===== src/rtl/rtc_sec_pkg.sv =====
package rtc_sec_pkg;
  localparam int REG_AW    = 5;
  localparam int REG_DW    = 32;
  localparam int SEC_W     = 32;
  localparam int ALARM_LSB = 7;
  localparam int ALARM_W   = 16;
  localparam int PER_SHIFT = 3;
  localparam int IRQ_N     = 2;
  localparam int IDX_PER   = 0;
  localparam int IDX_ALM   = 1;

  localparam logic [REG_AW-1:0] OFS_PERIOD = 5'h00;
  localparam logic [REG_AW-1:0] OFS_MATCH  = 5'h04;
  localparam logic [REG_AW-1:0] OFS_DIV    = 5'h08;
  localparam logic [REG_AW-1:0] OFS_SEC    = 5'h0C;
  localparam logic [REG_AW-1:0] OFS_ENABLE = 5'h10;
  localparam logic [REG_AW-1:0] OFS_STATUS = 5'h14;
  localparam logic [REG_AW-1:0] OFS_CLEAR  = 5'h18;
  localparam logic [REG_AW-1:0] OFS_CTRL   = 5'h1C;

  // load strobes from the register decoder to the datapath
  typedef struct packed {
    logic ldPeriod;
    logic ldMatch;
    logic ldDiv;
    logic ldSec;
    logic ldClear;
  } rtcStrb_t;
endpackage


===== src/rtl/rtc_sec_ctrl.sv =====
module rtc_sec_ctrl
  import rtc_sec_pkg::*;
#(
  parameter int PER_W = 16,
  parameter int DIV_W = 3
) (
  input  logic              clk,
  input  logic              rstN,
  input  logic              regWe,
  input  logic [REG_AW-1:0] regAddr,
  input  logic [REG_DW-1:0] regWdata,
  input  logic [PER_W-1:0]  perQ,
  input  logic [ALARM_W-1:0] matchQ,
  input  logic [DIV_W-1:0]  divQ,
  input  logic [SEC_W-1:0]  secQ,
  input  logic [IRQ_N-1:0]  statQ,
  output rtcStrb_t          strb,
  output logic [IRQ_N-1:0]  enQ,
  output logic              stopQ,
  output logic [REG_DW-1:0] regRdata
);
  logic ldEnable;
  logic ldCtrl;

  always_comb begin
    strb     = '0;
    ldEnable = 1'b0;
    ldCtrl   = 1'b0;
    if (regWe) begin
      unique case (regAddr)
        OFS_PERIOD: strb.ldPeriod = 1'b1;
        OFS_MATCH:  strb.ldMatch  = 1'b1;
        OFS_DIV:    strb.ldDiv    = 1'b1;
        OFS_SEC:    strb.ldSec    = 1'b1;
        OFS_CLEAR:  strb.ldClear  = 1'b1;
        OFS_ENABLE: ldEnable      = 1'b1;
        OFS_CTRL:   ldCtrl        = 1'b1;
        default:    ;
      endcase
    end
  end

  always_ff @(posedge clk or negedge rstN) begin
    if (!rstN) begin
      enQ   <= '0;
      stopQ <= 1'b0;
    end else begin
      if (ldEnable) enQ   <= regWdata[IRQ_N-1:0];
      if (ldCtrl)   stopQ <= regWdata[0];
    end
  end

  always_comb begin
    regRdata = '0;
    unique case (regAddr)
      OFS_PERIOD: regRdata = REG_DW'(perQ);
      OFS_MATCH:  regRdata = REG_DW'(matchQ);
      OFS_DIV:    regRdata = REG_DW'(divQ);
      OFS_SEC:    regRdata = REG_DW'(secQ);
      OFS_ENABLE: regRdata = REG_DW'(enQ);
      OFS_STATUS: regRdata = REG_DW'(statQ);
      OFS_CTRL:   regRdata = REG_DW'(stopQ);
      default:    regRdata = '0;
    endcase
  end
endmodule


===== src/rtl/rtc_sec_dp.sv =====
module rtc_sec_dp
  import rtc_sec_pkg::*;
#(
  parameter int DIV_PERIOD = 8,
  parameter int DIV_W      = 3,
  parameter int PER_W      = 16
) (
  input  logic              clk,
  input  logic              rstN,
  input  logic              tickEn,
  input  logic              stopQ,
  input  rtcStrb_t          strb,
  input  logic [REG_DW-1:0] regWdata,
  output logic [DIV_W-1:0]  divQ,
  output logic [SEC_W-1:0]  secQ,
  output logic [PER_W-1:0]  perQ,
  output logic [ALARM_W-1:0] matchQ,
  output logic [IRQ_N-1:0]  statQ
);
  localparam logic [DIV_W-1:0] DIV_LAST = DIV_W'(DIV_PERIOD - 1);

  logic             advance;
  logic             wrapEvt;
  logic [PER_W-1:0] perUnits;
  logic [PER_W-1:0] perCnt;
  logic [PER_W:0]   perCntInc;
  logic             perHit;
  logic             eqNow;
  logic             eqPrev;
  logic             almHit;
  logic [IRQ_N-1:0] setVec;
  logic [IRQ_N-1:0] clrVec;

  assign advance   = tickEn & ~stopQ;
  assign wrapEvt   = advance & (divQ >= DIV_LAST);
  assign perUnits  = perQ >> PER_SHIFT;
  assign perCntInc = {1'b0, perCnt} + 1'b1;
  assign perHit    = wrapEvt & (perUnits != '0) & (perCntInc >= {1'b0, perUnits});

  // prescaler
  always_ff @(posedge clk or negedge rstN) begin
    if (!rstN)            divQ <= '0;
    else if (strb.ldDiv)  divQ <= regWdata[DIV_W-1:0];
    else if (wrapEvt)     divQ <= '0;
    else if (advance)     divQ <= divQ + 1'b1;
  end

  // seconds counter
  always_ff @(posedge clk or negedge rstN) begin
    if (!rstN)            secQ <= '0;
    else if (strb.ldSec)  secQ <= regWdata[SEC_W-1:0];
    else if (wrapEvt)     secQ <= secQ + 1'b1;
  end

  // configuration registers
  always_ff @(posedge clk or negedge rstN) begin
    if (!rstN) begin
      perQ   <= '0;
      matchQ <= '0;
    end else begin
      if (strb.ldPeriod) perQ   <= regWdata[PER_W-1:0];
      if (strb.ldMatch)  matchQ <= regWdata[ALARM_W-1:0];
    end
  end

  // periodic event counter, in whole seconds
  always_ff @(posedge clk or negedge rstN) begin
    if (!rstN)                           perCnt <= '0;
    else if (strb.ldPeriod)              perCnt <= '0;
    else if (perHit)                     perCnt <= '0;
    else if (wrapEvt && perUnits != '0)  perCnt <= perCntInc[PER_W-1:0];
  end

  // alarm edge detection on the coarse seconds field
  assign eqNow  = (secQ[ALARM_LSB +: ALARM_W] == matchQ);
  assign almHit = eqNow & ~eqPrev;

  always_ff @(posedge clk or negedge rstN) begin
    if (!rstN) eqPrev <= 1'b1;
    else       eqPrev <= eqNow;
  end

  always_comb begin
    setVec          = '0;
    setVec[IDX_PER] = perHit;
    setVec[IDX_ALM] = almHit;
    clrVec          = strb.ldClear ? regWdata[IRQ_N-1:0] : '0;
  end

  // sticky status, set has priority over clear
  for (genvar i = 0; i < IRQ_N; i++) begin : g_stat
    always_ff @(posedge clk or negedge rstN) begin
      if (!rstN)          statQ[i] <= 1'b0;
      else if (setVec[i]) statQ[i] <= 1'b1;
      else if (clrVec[i]) statQ[i] <= 1'b0;
    end
  end
endmodule


===== src/rtl/rtc_sec_core.sv =====
module rtc_sec_core
  import rtc_sec_pkg::*;
#(
  parameter int DIV_PERIOD = 8,
  parameter int PER_W      = 16
) (
  input  logic              clk,
  input  logic              rstN,
  input  logic              tickEn,
  input  logic              regWe,
  input  logic [REG_AW-1:0] regAddr,
  input  logic [REG_DW-1:0] regWdata,
  output logic [REG_DW-1:0] regRdata,
  output logic              irqPeriodic,
  output logic              irqAlarm
);
  localparam int DIV_W = (DIV_PERIOD > 1) ? $clog2(DIV_PERIOD) : 1;

  rtcStrb_t          strb;
  logic [IRQ_N-1:0]  enQ;
  logic              stopQ;
  logic [DIV_W-1:0]  divQ;
  logic [SEC_W-1:0]  secQ;
  logic [PER_W-1:0]  perQ;
  logic [ALARM_W-1:0] matchQ;
  logic [IRQ_N-1:0]  statQ;

  rtc_sec_ctrl #(.PER_W(PER_W), .DIV_W(DIV_W)) u_ctrl (
    .clk(clk), .rstN(rstN), .regWe(regWe), .regAddr(regAddr),
    .regWdata(regWdata), .perQ(perQ), .matchQ(matchQ), .divQ(divQ),
    .secQ(secQ), .statQ(statQ), .strb(strb), .enQ(enQ), .stopQ(stopQ),
    .regRdata(regRdata)
  );

  rtc_sec_dp #(.DIV_PERIOD(DIV_PERIOD), .DIV_W(DIV_W), .PER_W(PER_W)) u_dp (
    .clk(clk), .rstN(rstN), .tickEn(tickEn), .stopQ(stopQ), .strb(strb),
    .regWdata(regWdata), .divQ(divQ), .secQ(secQ), .perQ(perQ),
    .matchQ(matchQ), .statQ(statQ)
  );

  assign irqPeriodic = statQ[IDX_PER] & enQ[IDX_PER];
  assign irqAlarm    = statQ[IDX_ALM] & enQ[IDX_ALM];
endmodule


===== config.mk =====
export PLATFORM = sky130hd
export DESIGN_NAME = rtc_sec_core
export DESIGN_NICKNAME = d
export VERILOG_FILES = /design/src/rtl/rtc_sec_pkg.sv /design/src/rtl/rtc_sec_ctrl.sv /design/src/rtl/rtc_sec_dp.sv /design/src/rtl/rtc_sec_core.sv
export SDC_FILE = /design/constraint.sdc
export NUM_CORES = 1
export LEC_CHECK = 0
export ABC_AREA = 1
export CORE_ASPECT_RATIO = 0.5
export CORE_UTILIZATION = 60
export CTS_CLUSTER_DIAMETER = 200
export DETAILED_ROUTE_END_ITERATION = 8
export DONT_BUFFER_PORTS = 1
export PLACE_DENSITY = 0.88
export SLEW_MARGIN = 20
export SYNTH_ARGS = -nofsm -noshare
export SYNTH_HDL_FRONTEND = slang
export SYNTH_SLANG_ARGS = --single-unit

===== constraint.sdc =====
create_clock -name clk -period 6.34 [get_ports clk]
set_clock_uncertainty 0.1 [all_clocks]
set_input_delay 1.268 -clock clk [delete_from_list [all_inputs] [get_ports clk]]
set_output_delay 1.268 -clock clk [all_outputs]
set_load 0.05 [all_outputs]

==> impl_metrics.yaml, run 1 <==
power_and_ir_drop:
  power_leakage_nw: 2.90
  switching_share_pct: 39.7
  power.net_switching_mw: 0.803
  peakVddDrop_mv: 0.169
  pwr-share-comb_pct: 30.1
  p_clk_share_pct: 25.1
  p_seq_share_pct: 44.8
  intPower_mw: 1.22
  power_density_mw_per_mm2: 328
setup_path:
  slowest_stage: "o221ai_1"
  critPathMaxFanout: 24
  r2r-end: "u_dp.perCnt[6]$_DFFE_PN0P_"
  cp.arrival_ns: 3.32
  cp-start-kind: "input port"
  crit_chain: "nor2_2 > nand3_2 > nor2_4 > inv_1 > o221ai_1"
  crit_type: "in -> out"
  r2r_slack_ns: 3.33
  required_ns: 4.97
  rr_worst_depth: 17
  r2r-start: "u_dp.perCnt[0]$_DFFE_PN0P_"
  max_stage_delay_ns: 1.04
  crit_path_end_kind: "output pin"
clock_tree:
  cts_resized: 0
  cts-htree-levels: 3
  postCtsHoldBufs: 0
  postCtsSetupBuffers: 0
  clkLatencyLatePin_ns: 0.35
  numCtsBuffers: 9
  clockBufferDepth: 2
  clock-root-buffer: "clkbuf_16"
  cts_tree: "built"
  path_clk_slew_ns: 0.06
  cts_sinks: 89
sta:
  setup_viol: 0
  min_period_ns: 4.68
  drv_slew: 0
  tightestPinTransition_ns: 1.16
  hold_viol: 0
  relSlewSlack_pct: 24.2
  fmax_mhz: 213
  fin_crit_sh_pct: 73.9
  tns_ns: 0
  rsz0062_at_grt: "no"
cells_and_area:
  final_nets: 873
  final_area_sq_mm: 0.00617
  num-fill-cells: 847
  synthToLayoutAreaGrowth_pct: 5.43
  diodes: 0
  drive_above_1_share_pct: 3.90
global_route:
  grt_pass1_vias: 5151
  use_met1_pct: 45.1
  grt_max_degree: 90
  gr-usage-met2_pct: 49.8
  met3_usage_pct: 8.76
  antenna_found_initial: 0
  overflow: 0
  grt_pass1_wl_um: 25400
  busiest_layer: "met2"
  grt.total_usage_pct: 32.6
min_path:
  worstHoldEndpoint: "u_dp.perQ[2]$_DFFE_PN0P_"
  hp-class: "reg -> reg"
  hold_start: "u_dp.perQ[2]$_DFFE_PN0P_"
  whs_path_depth: 2
floorplanning:
  die_w_um: 142
  rows: 25
  start_util_pct: 61.9
  die_y_um: 71.8
  dieArea_sq_mm: 0.0102
  pin_count: 75
  core_area_sq_mm: 0.00945
yosys:
  yosys_warnings: 0
  synthTopCellsByArea: "dfrtp_1, nand2_1, inv_1"
  synth_edf_count: 0
  netlist_area_sq_mm: 0.00585
  yosys.area.top_type: "dfrtp_1"
  syn-num-nets: 887
  ys_seq_area_share_pct: 38.1
  yosysTopAreaCellShare_pct: 37.6
  synthArstFlopShare_pct: 100
  synth_cells: 829
  ys_seq_elements: 89
  avgSynthCellArea_sq_um: 7.06
  synthDistinctLibCells: 40
  ys.flop_type: "dfrtp_1"
run_status:
  status: "finished clean"
detailed_routing:
  vias_per_cell: 6.01
  wl_per_cell_um: 16.7
  drc_errors: 0
  detail_route.first_pass.iterations: 7
  ant_nets: 0
  detail_route.wirelength_um: 16000
  vias: 5735
  drt_iter0_drc: 601
place:
  io_buffers: 0
  placed_area_sq_mm: 0.00590
  place.gp.congestion: 0.989
  hpwl_um: 11600
run:
  cap_violations: 0
-- kinds of logic (layout without fill, tap and decap cells) --
group	count (synthesis)	in the layout	share of synthesized area [%]
flops	89	89	38.1
simple gates	439	439	31.5
compound gates	114	114	12.1
mux	3	3	0.556
fa+ha+maj	17	17	3.63
xor+xnor	34	34	5.09
buf+inv	133	124	9.04
-- final cells by class --
cell class	instances	area [sq um]	share of cell area, %
multi-input cells	607	3090	50.2
flip-flops and latches	89	2230	36.1
inverters	108	407	6.59
clock buffers	16	272	4.40
well taps	135	169	2.74
-- registers in the layout, indices dropped and copies added (netlist names) --
register      flops
u_dp.divQ         3
u_dp.statQ        2
u_dp.eqPrev       1
u_ctrl.enQ        2
u_dp.perCnt      16
u_dp.matchQ      16
u_dp.perQ        16
u_dp.secQ        32
u_ctrl.stopQ      1
-- layer usage --
metal / wire [um] / vias to the layer above
met5: 0 / -
met1: 6880 / 2722
li1: - / 2652
met2: 7190 / 312
met4: 378 / 0
met3: 1500 / 49
-- power groups by stage --
stage	Combinational, mW	Clock [mW]	Sequential [mW]
4_1_cts	0.599	0.508	0.897
6_report	0.609	0.507	0.907
5_1_grt	0.678	0.531	0.925
3_3_place_gp	0.572	0	0.899
3_5_place_dp	0.593	0	0.907
2_1_floorplan	0.506	0	0.838
-- worst max-delay path, delay by kind of cell --
family / cells / cell delay, ns
AO/OA/AOI/OAI: 1 / 1.04
AND/OR/NAND/NOR: 3 / 0.58
buffers and inverters: 1 / 0.42
-- worst max-delay path by stage --
| stage | from | end | slack, ns |
|---|---|---|---|
| floorplan | regAddr[1] | regRdata[6] | 2.09 |
| global placement | regAddr[1] | regRdata[2] | 1.78 |
| detailed placement | regAddr[1] | regRdata[3] | 1.69 |
| CTS | regAddr[1] | regRdata[11] | 1.69 |
| global route | regAddr[1] | regRdata[11] | 1.55 |
| finish | regAddr[1] | regRdata[11] | 1.66 |
-- cell usage in the layout, fill, tap and decap left out, types with 2 or more instances in the layout --
| cell type | count |
|---|---|
| nand2_1 | 237 |
| inv_1 | 105 |
| nor2_1 | 98 |
| dfrtp_1 | 88 |
| nand3_1 | 50 |
| o21ai_0 | 50 |
| o221ai_1 | 23 |
| nand4_1 | 20 |
| xor2_1 | 18 |
| ha_1 | 17 |
| nor3_1 | 16 |
| a21oi_1 | 16 |
| xnor2_1 | 16 |
| clkbuf_16 | 9 |
| o22ai_1 | 7 |
| nor2_2 | 6 |
| nand2_2 | 5 |
| clkbuf_1 | 5 |
| o31ai_1 | 4 |
| o21bai_1 | 3 |
| o211ai_1 | 3 |
| nor2_4 | 3 |
| o21ai_1 | 2 |
| a31oi_1 | 2 |
| mux2_2 | 2 |
| inv_2 | 2 |
| and2_1 | 2 |
| clkbuf_8 | 2 |
-- through the flow --
stage | std cells | power, mW | worst slack [ns] | hold WS, ns | util (%)
floorplan | 829 | 1.34 | 2.09 | 0.353 | -
global placement | 939 | 1.47 | 1.78 | 0.368 | 62.4
detailed placement | 939 | 1.50 | 1.69 | 0.374 | 62.4
CTS | 955 | 2.00 | 1.69 | 0.389 | 65.3
global route | 955 | 2.13 | 1.55 | 0.406 | 65.3
finish | 955 | 2.02 | 1.66 | 0.386 | 65.3
-- cells in the mapped netlist, types with 2 or more instances --
master,number
o21ai_0,50
a21oi_1,16
nor2_1,98
and2_1,2
nand2_2,5
xor2_1,18
o221ai_1,23
nand2_1,237
o22ai_1,7
clkbuf_2,3
o21bai_1,3
o31ai_1,4
nor2_4,3
ha_1,17
nand4_1,20
nor3_1,16
nor2_2,6
buf_2,11
xnor2_1,16
o21ai_1,2
o211ai_1,3
clkbuf_1,8
a31oi_1,2
inv_2,2
mux2_2,2
inv_1,105
dfrtp_1,88
nand3_1,50
Power figures use the tool's default switching activity.
==> run 2, diff against run 1 <==
--- a/config.mk
+++ b/config.mk
@@ -5,7 +5,7 @@
 export SDC_FILE = /design/constraint.sdc
 export NUM_CORES = 1
 export LEC_CHECK = 0
-export ABC_AREA = 1
+export ABC_AREA = 0
 export CORE_ASPECT_RATIO = 0.5
 export CORE_UTILIZATION = 60
 export CTS_CLUSTER_DIAMETER = 200
==> constraint.sdc (replaced) <==
create_clock -name clk -period 4.76 [get_ports clk]
set_clock_uncertainty 0.1 [all_clocks]
set_input_delay 0.952 -clock clk [delete_from_list [all_inputs] [get_ports clk]]
set_output_delay 0.952 -clock clk [all_outputs]
set_load 0.05 [all_outputs]
==> run 2 against run 1 <==
  * Sequential power grew 28%
  * Largest cell class unchanged
  * Power grew 24%
  * Critical path depth grew 7
  * Global-route usage shrank 2.3 points
  * First-iteration DRC count shrank 29%
  * Routed wire length shrank 19%
  * Core utilization grew 3.9 points
  * Register-to-register slack lost 2.2 ns
==> impl_metrics.yaml, run 2 <==
detailed_routing:
  wl_per_cell_um: 19.8
  drt_iter0_drc: 428
  detail_route.wirelength_um: 13000
  vias_per_cell: 6.54
  vias: 4276
  ant_nets: 0
  detail_route.first_pass.iterations: 6
  drc_errors: 0
sta:
  tns_ns: 0
  hold_viol: 0
  fin_crit_sh_pct: 75.7
  fmax_mhz: 277
  min_period_ns: 3.60
  drv_slew: 0
  tightestPinTransition_ns: 0.938
  rsz0062_at_grt: "no"
  setup_viol: 0
  relSlewSlack_pct: 37.1
yosys:
  synthDistinctLibCells: 49
  avgSynthCellArea_sq_um: 9.74
  netlist_area_sq_mm: 0.00525
  synth_cells: 539
  yosys-top-cells-count: "dfrtp_1, nor2_1, mux2_2, xnor2_1, a21oi_1"
  synthArstFlopShare_pct: 100
  synthTopCellsByArea: "dfrtp_1, mux2_2, xnor2_1"
  ys.flop_type: "dfrtp_1"
  ys_seq_elements: 89
  synth_edf_count: 0
  yosys.area.top_type: "dfrtp_1"
  yosysTopAreaCellShare_pct: 41.9
  ys_seq_area_share_pct: 42.4
  synth.most_common_cell: "dfrtp_1"
  syn-num-nets: 597
  yosys_warnings: 0
clock_tree:
  cts_resized: 0
  postCtsSetupBuffers: 0
  numCtsBuffers: 9
  clock-root-buffer: "clkbuf_16"
  clockBufferDepth: 2
  clkLatencyLatePin_ns: 0.34
  cts_sinks: 89
  path_clk_slew_ns: 0.06
  cts-htree-levels: 3
  cts_tree: "built"
  postCtsHoldBufs: 0
run_status:
  status: "finished clean"
cells_and_area:
  diodes: 0
  largest_reg_flops: 32
  drive_above_1_share_pct: 12.9
  final_nets: 595
  final_cell_mix: "dfrtp_1, nor2_1, xnor2_1, mux2_2, a21oi_1"
  final_area_sq_mm: 0.00570
  synthToLayoutAreaGrowth_pct: 8.56
  mostFrequentLayoutCell: "dfrtp_1"
  fin_cells: 654
  regMostFlops: "u_dp.secQ"
floorplanning:
  dieArea_sq_mm: 0.00915
  rows: 23
  die_w_um: 134
  core_area_sq_mm: 0.00823
  pin_count: 75
  start_util_pct: 63.8
  die_y_um: 68.1
place:
  io_buffers: 0
  post-place-cells: 638
  hpwl_um: 9080
  placed_area_sq_mm: 0.00538
  place.gp.congestion: 0.930
global_route:
  antenna_found_initial: 0
  grt_pass1_vias: 4059
  grt_max_degree: 90
  overflow: 0
  grt_pass1_wl_um: 20700
  grt.total_usage_pct: 30.3
setup_path:
  required_ns: 4.90
  crit_type: "reg -> reg"
  critPathMaxFanout: 13
  cp.arrival_ns: 3.74
  cp-start-kind: "flip-flop"
  crit_path_end_kind: "flip-flop"
power_and_ir_drop:
  power_leakage_nw: 2.59
  power_density_mw_per_mm2: 439
  power_mw: 2.50
  peakVddDrop_mv: 0.253
min_path:
  hp-class: "in -> async"
run:
  cap_violations: 0
[run 2: cell types whose count changed after synthesis, sizes merged, moves of 8 or more]
cell    change
nand2     -211
inv        -75
nor2       -55
o21ai      -44
mux2       +36
nand3      -32
and3       +25
o221ai     -23
xnor2      +22
a21oi      +20
a222oi     +13
a32o        +8
[run 2: per-stage QoR]
step           util (%)  hold slack, ns  worst slack, ns
2_1_floorplan         -           0.364             1.06
3_3_place_gp       65.3           0.389             1.40
4_1_cts            69.2           0.194             1.20
6_report           69.2           0.201             1.16
5_1_grt            69.2           0.189            0.891
3_5_place_dp       65.3           0.400             1.21
[run 2: routing by layer]
layer | GRT usage, % | vias to the layer above | share of wire (%)
met1 | 39.2 | 2115 | 43
met4 | 14.2 | 0 | 2.3
met2 | 48.8 | 190 | 47
met3 | 7.85 | 28 | 8.2
met5 | 0 | - | 0
li1 | - | 1943 | -
[run 2: where the power goes]
part | total, mW | internal (mW) | switching, mW
sequential | 1.16 | 0.923 | 0.232
combinational | 0.575 | 0.280 | 0.294
clock | 0.770 | 0.489 | 0.281
total | 2.50 | 1.69 | 0.807
[run 2: path summary, 6_finish.rpt]
kind                            cells after the start                        from                           to  slack [ns]
worst min register to register                      1    u_dp.perQ[0]$_DFFE_PN0P_     u_dp.perQ[0]$_DFFE_PN0P_        0.41
worst max-delay path                               12  u_dp.perCnt[2]$_DFFE_PN0P_   u_dp.perCnt[2]$_DFFE_PN0P_        1.16
worst min-delay path                                0                        rstN  u_dp.perCnt[10]$_DFFE_PN0P_        0.20
worst max register to register                     12  u_dp.perCnt[2]$_DFFE_PN0P_   u_dp.perCnt[2]$_DFFE_PN0P_        1.16
max in group asynchronous                           0                        rstN        u_dp.eqPrev$_DFF_PN1_        4.15
min in group clk                                    1    u_dp.perQ[0]$_DFFE_PN0P_     u_dp.perQ[0]$_DFFE_PN0P_        0.41
[run 2: cell type report]
| type | instances | area [sq um] |
|---|---|---|
| multi-input cells | 395 | 2810 |
| clock inverters | 2 | 60.1 |
| inverters | 32 | 120 |
| repair buffers | 10 | 75.1 |
| flip-flops and latches | 89 | 2230 |
| well taps | 112 | 140 |
| clock buffers | 14 | 264 |
| fillers | 589 | 2530 |
[run 2: worst max-delay path, stage by stage (launching register included)]
cell,delay (ns)
dfrtp_1,0.46
nand3_1,0.16
or2_2,0.34
nor2_1,0.19
and3_1,0.19
xor2_1,0.23
ha_1,0.31
a21oi_1,0.19
o211ai_1,0.11
a31oi_1,0.23
and4b_1,0.55
nand2_1,0.18
o311ai_1,0.26
[run 2: logic make-up (layout without fill, tap and decap cells)]
| logic type | Yosys count | after routing | share of synthesized area, % |
|---|---|---|---|
| XOR/XNOR | 58 | 58 | 9.68 |
| multiplexers | 44 | 44 | 9.29 |
| AND/OR/NAND/NOR | 191 | 191 | 19.2 |
| AO/OA/AOI/OAI | 85 | 85 | 11.2 |
| flip-flops | 89 | 89 | 42.4 |
| adder cells (fa/ha/maj) | 17 | 17 | 4.05 |
| buffers and inverters | 55 | 58 | 4.19 |
==> run 3, diff against run 2 <==
--- a/config.mk
+++ b/config.mk
@@ -7,7 +7,7 @@
 export LEC_CHECK = 0
 export ABC_AREA = 0
 export CORE_ASPECT_RATIO = 0.5
-export CORE_UTILIZATION = 60
+export CORE_UTILIZATION = 58
 export CTS_CLUSTER_DIAMETER = 200
 export DETAILED_ROUTE_END_ITERATION = 8
 export DONT_BUFFER_PORTS = 1
==> constraint.sdc (replaced) <==
create_clock -name clk -period 3.27 [get_ports clk]
set_clock_uncertainty 0.1 [all_clocks]
set_input_delay 0.654 -clock clk [delete_from_list [all_inputs] [get_ports clk]]
set_output_delay 0.654 -clock clk [all_outputs]
set_load 0.05 [all_outputs]
==> run 3 against run 2 <==
  * The run now ends with design-rule violations left
  * Clock power rose by 40%
  * Highest routed layer unchanged
  * Power rose by 47%
  * Non-clock buffer count rose by 22
  * Critical path type unchanged
  * Hold slack got worse by 0.15 ns
  * Fmax rose by 14%
  * Routed wire length rose by 5.9%
  * Register-to-register slack got worse by 1.1 ns
  * Via count rose by 2.5%
  * Largest power group unchanged
  * Clock-buffer cell count fell by 1
  * Worst setup slack got worse by 1.1 ns
  * Sequential power rose by 45%
  * Largest cell class unchanged
==> impl_metrics.yaml, run 3 (synthesized netlist as in run 2, its figures left out) <==
cells_and_area:
  regMostFlops: "u_dp.secQ"
  drive_above_1_share_pct: 17.9
  num-fill-cells: 599
  largest_reg_flops: 32
  final_cell_mix: "dfrtp_1, nor2_1, xnor2_1, mux2_2, a21oi_1"
  final_nets: 617
  synthToLayoutAreaGrowth_pct: 14.9
  mostFrequentLayoutCell: "dfrtp_1"
  diodes: 0
  finish.utilization_pct: 69.0
setup_path:
  crit_type: "reg -> reg"
  slowest_stage: "dfrtp_2"
  startpoint: "u_dp.perCnt[3]$_DFFE_PN0P_"
  r2r-start: "u_dp.perCnt[3]$_DFFE_PN0P_"
  cp.arrival_ns: 3.33
  r2r_slack_ns: 0.1
  critPathMaxFanout: 5
  cp-start-kind: "flip-flop"
  rr_worst_depth: 13
  crit_top_cell: "a31oi_1"
  crit_path_end_kind: "flip-flop"
  crit_chain: "nand3_1 > or2_2 > nor2_4 > and3_1 > xor2_2 > ha_1 > a21oi_2 > o211ai_1 > a31oi_1 > and4b_2 > buf_4 > a31oi_1 > mux2i_1"
  worstSetupEndpoint: "u_dp.perCnt[5]$_DFFE_PN0P_"
  r2r-end: "u_dp.perCnt[5]$_DFFE_PN0P_"
  required_ns: 3.43
  max_stage_delay_ns: 0.40
global_route:
  overflow: 0
  grt.total_usage_pct: 30.7
  grt_pass1_wl_um: 22000
  grt_max_degree: 89
  grt_pass1_vias: 4398
  antenna_found_initial: 0
sta:
  holdWs_ns: 0.0514
  min_period_ns: 3.17
  drv_slew: 0
  setup_slack_ns: 0.0986
  hold_viol: 0
  fin_crit_sh_pct: 97.0
  tightestPinTransition_ns: 0.815
  fmax_mhz: 315
  setup_viol: 0
  relSlewSlack_pct: 45.6
clock_tree:
  numCtsBuffers: 9
  clockBufferDepth: 2
  cts_sinks: 89
  cts-htree-levels: 3
  clock-root-buffer: "clkbuf_16"
  path_clk_slew_ns: 0.06
  cts_tree: "built"
  clkLatencyLatePin_ns: 0.35
floorplanning:
  pin_count: 75
  die_y_um: 69.3
  start_util_pct: 60.1
  rows: 24
  die_w_um: 137
  core_area_sq_mm: 0.00874
  dieArea_sq_mm: 0.00946
detailed_routing:
  ant_nets: 0
  wl_per_cell_um: 20.2
  detail_route.wirelength_um: 13800
  vias_per_cell: 6.44
  detail_route.first_pass.iterations: 9
  drt_iter0_drc: 527
  drc_errors: 1
  vias: 4384
power_and_ir_drop:
  peakVddDrop_mv: 0.322
  power_density_mw_per_mm2: 609
  power_leakage_nw: 2.74
run:
  cap_violations: 0
run_status:
  status: "finished, violations left"
  violations: "design-rule violations"
place:
  place.gp.congestion: 0.953
  dp_slack_ns: -0.0303
  hpwl_um: 9430
  io_buffers: 0
min_path:
  hp-class: "in -> async"
run 3: layer usage:
layer	wire (um)	share of wire (%)	vias up	track usage, %
li1	-	-	1979	-
met1	5610	41	2155	39.1
met2	6560	48	200	47.4
met3	1090	7.9	50	9.28
met4	501	3.6	0	15.4
met5	0	0	-	0
run 3: through the flow:
| step | total power, mW | instances | TNS [ns] | cell area [sq um] |
|---|---|---|---|---|
| finish | 3.67 | 681 | 0 | 6030 |
| global route | 3.84 | 681 | -0.134 | 6030 |
| CTS | 3.65 | 679 | 0 | 5990 |
| detailed placement | 2.55 | 661 | -0.0692 | 5640 |
| global placement | 2.47 | 661 | 0 | 5640 |
| floorplan | 2.27 | 539 | 0 | 5250 |
run 3: cell type report:
cell class	instances	area [sq um]	area share, %
inverter	32	120	1.99
clock buffer	13	260	4.31
timing repair buffer	32	385	6.39
clock inverter	3	47.5	0.788
multi-input combinational	395	2840	47.1
sequential	89	2230	37.0
tap	117	146	2.43
run 3: worst max-delay path, delay by kind of cell, from the launching register on:
family / cells / cell delay, ns
xor gates and xnor gates: 1 / 0.20
DFF: 1 / 0.40
adders and majority gates: 1 / 0.30
AOI/OAI and AO/OA: 4 / 0.62
buffers and inverters: 1 / 0.14
muxes: 1 / 0.16
and+or+nand+nor: 5 / 1.15
run 3: timing repair:
action / in CTS / in global routing
hold endpoints to repair: 88 / 0
hold buffers: 1 / 0
pin swaps: 1 / 1
gates resized for setup: 1 / 8
setup buffers: 1 / 2
endpoints found under the setup margin: 9 / 14
cloned: 0 / 0
run 3: power by group:
group          internal, mW  switching [mW]  leakage [nW]  total [mW]
clock                 0.639           0.437         0.150        1.08
combinational         0.451           0.466          1.47       0.917
sequential             1.34           0.333          1.12        1.68
run 3: worst min path at each step:
stage	from	end	slack, ns	cells past startpoint
final	rstN	u_dp.eqPrev$_DFF_PN1_	0.05	0
after floorplan	rstN	u_ctrl.enQ[0]$_DFFE_PN0P_	0.26	0
after global placement	rstN	u_dp.perCnt[10]$_DFFE_PN0P_	0.26	0
after CTS	rstN	u_dp.eqPrev$_DFF_PN1_	0.04	0
after detailed placement	rstN	u_dp.perCnt[11]$_DFFE_PN0P_	0.26	0
after global routing	rstN	u_dp.eqPrev$_DFF_PN1_	0.04	0
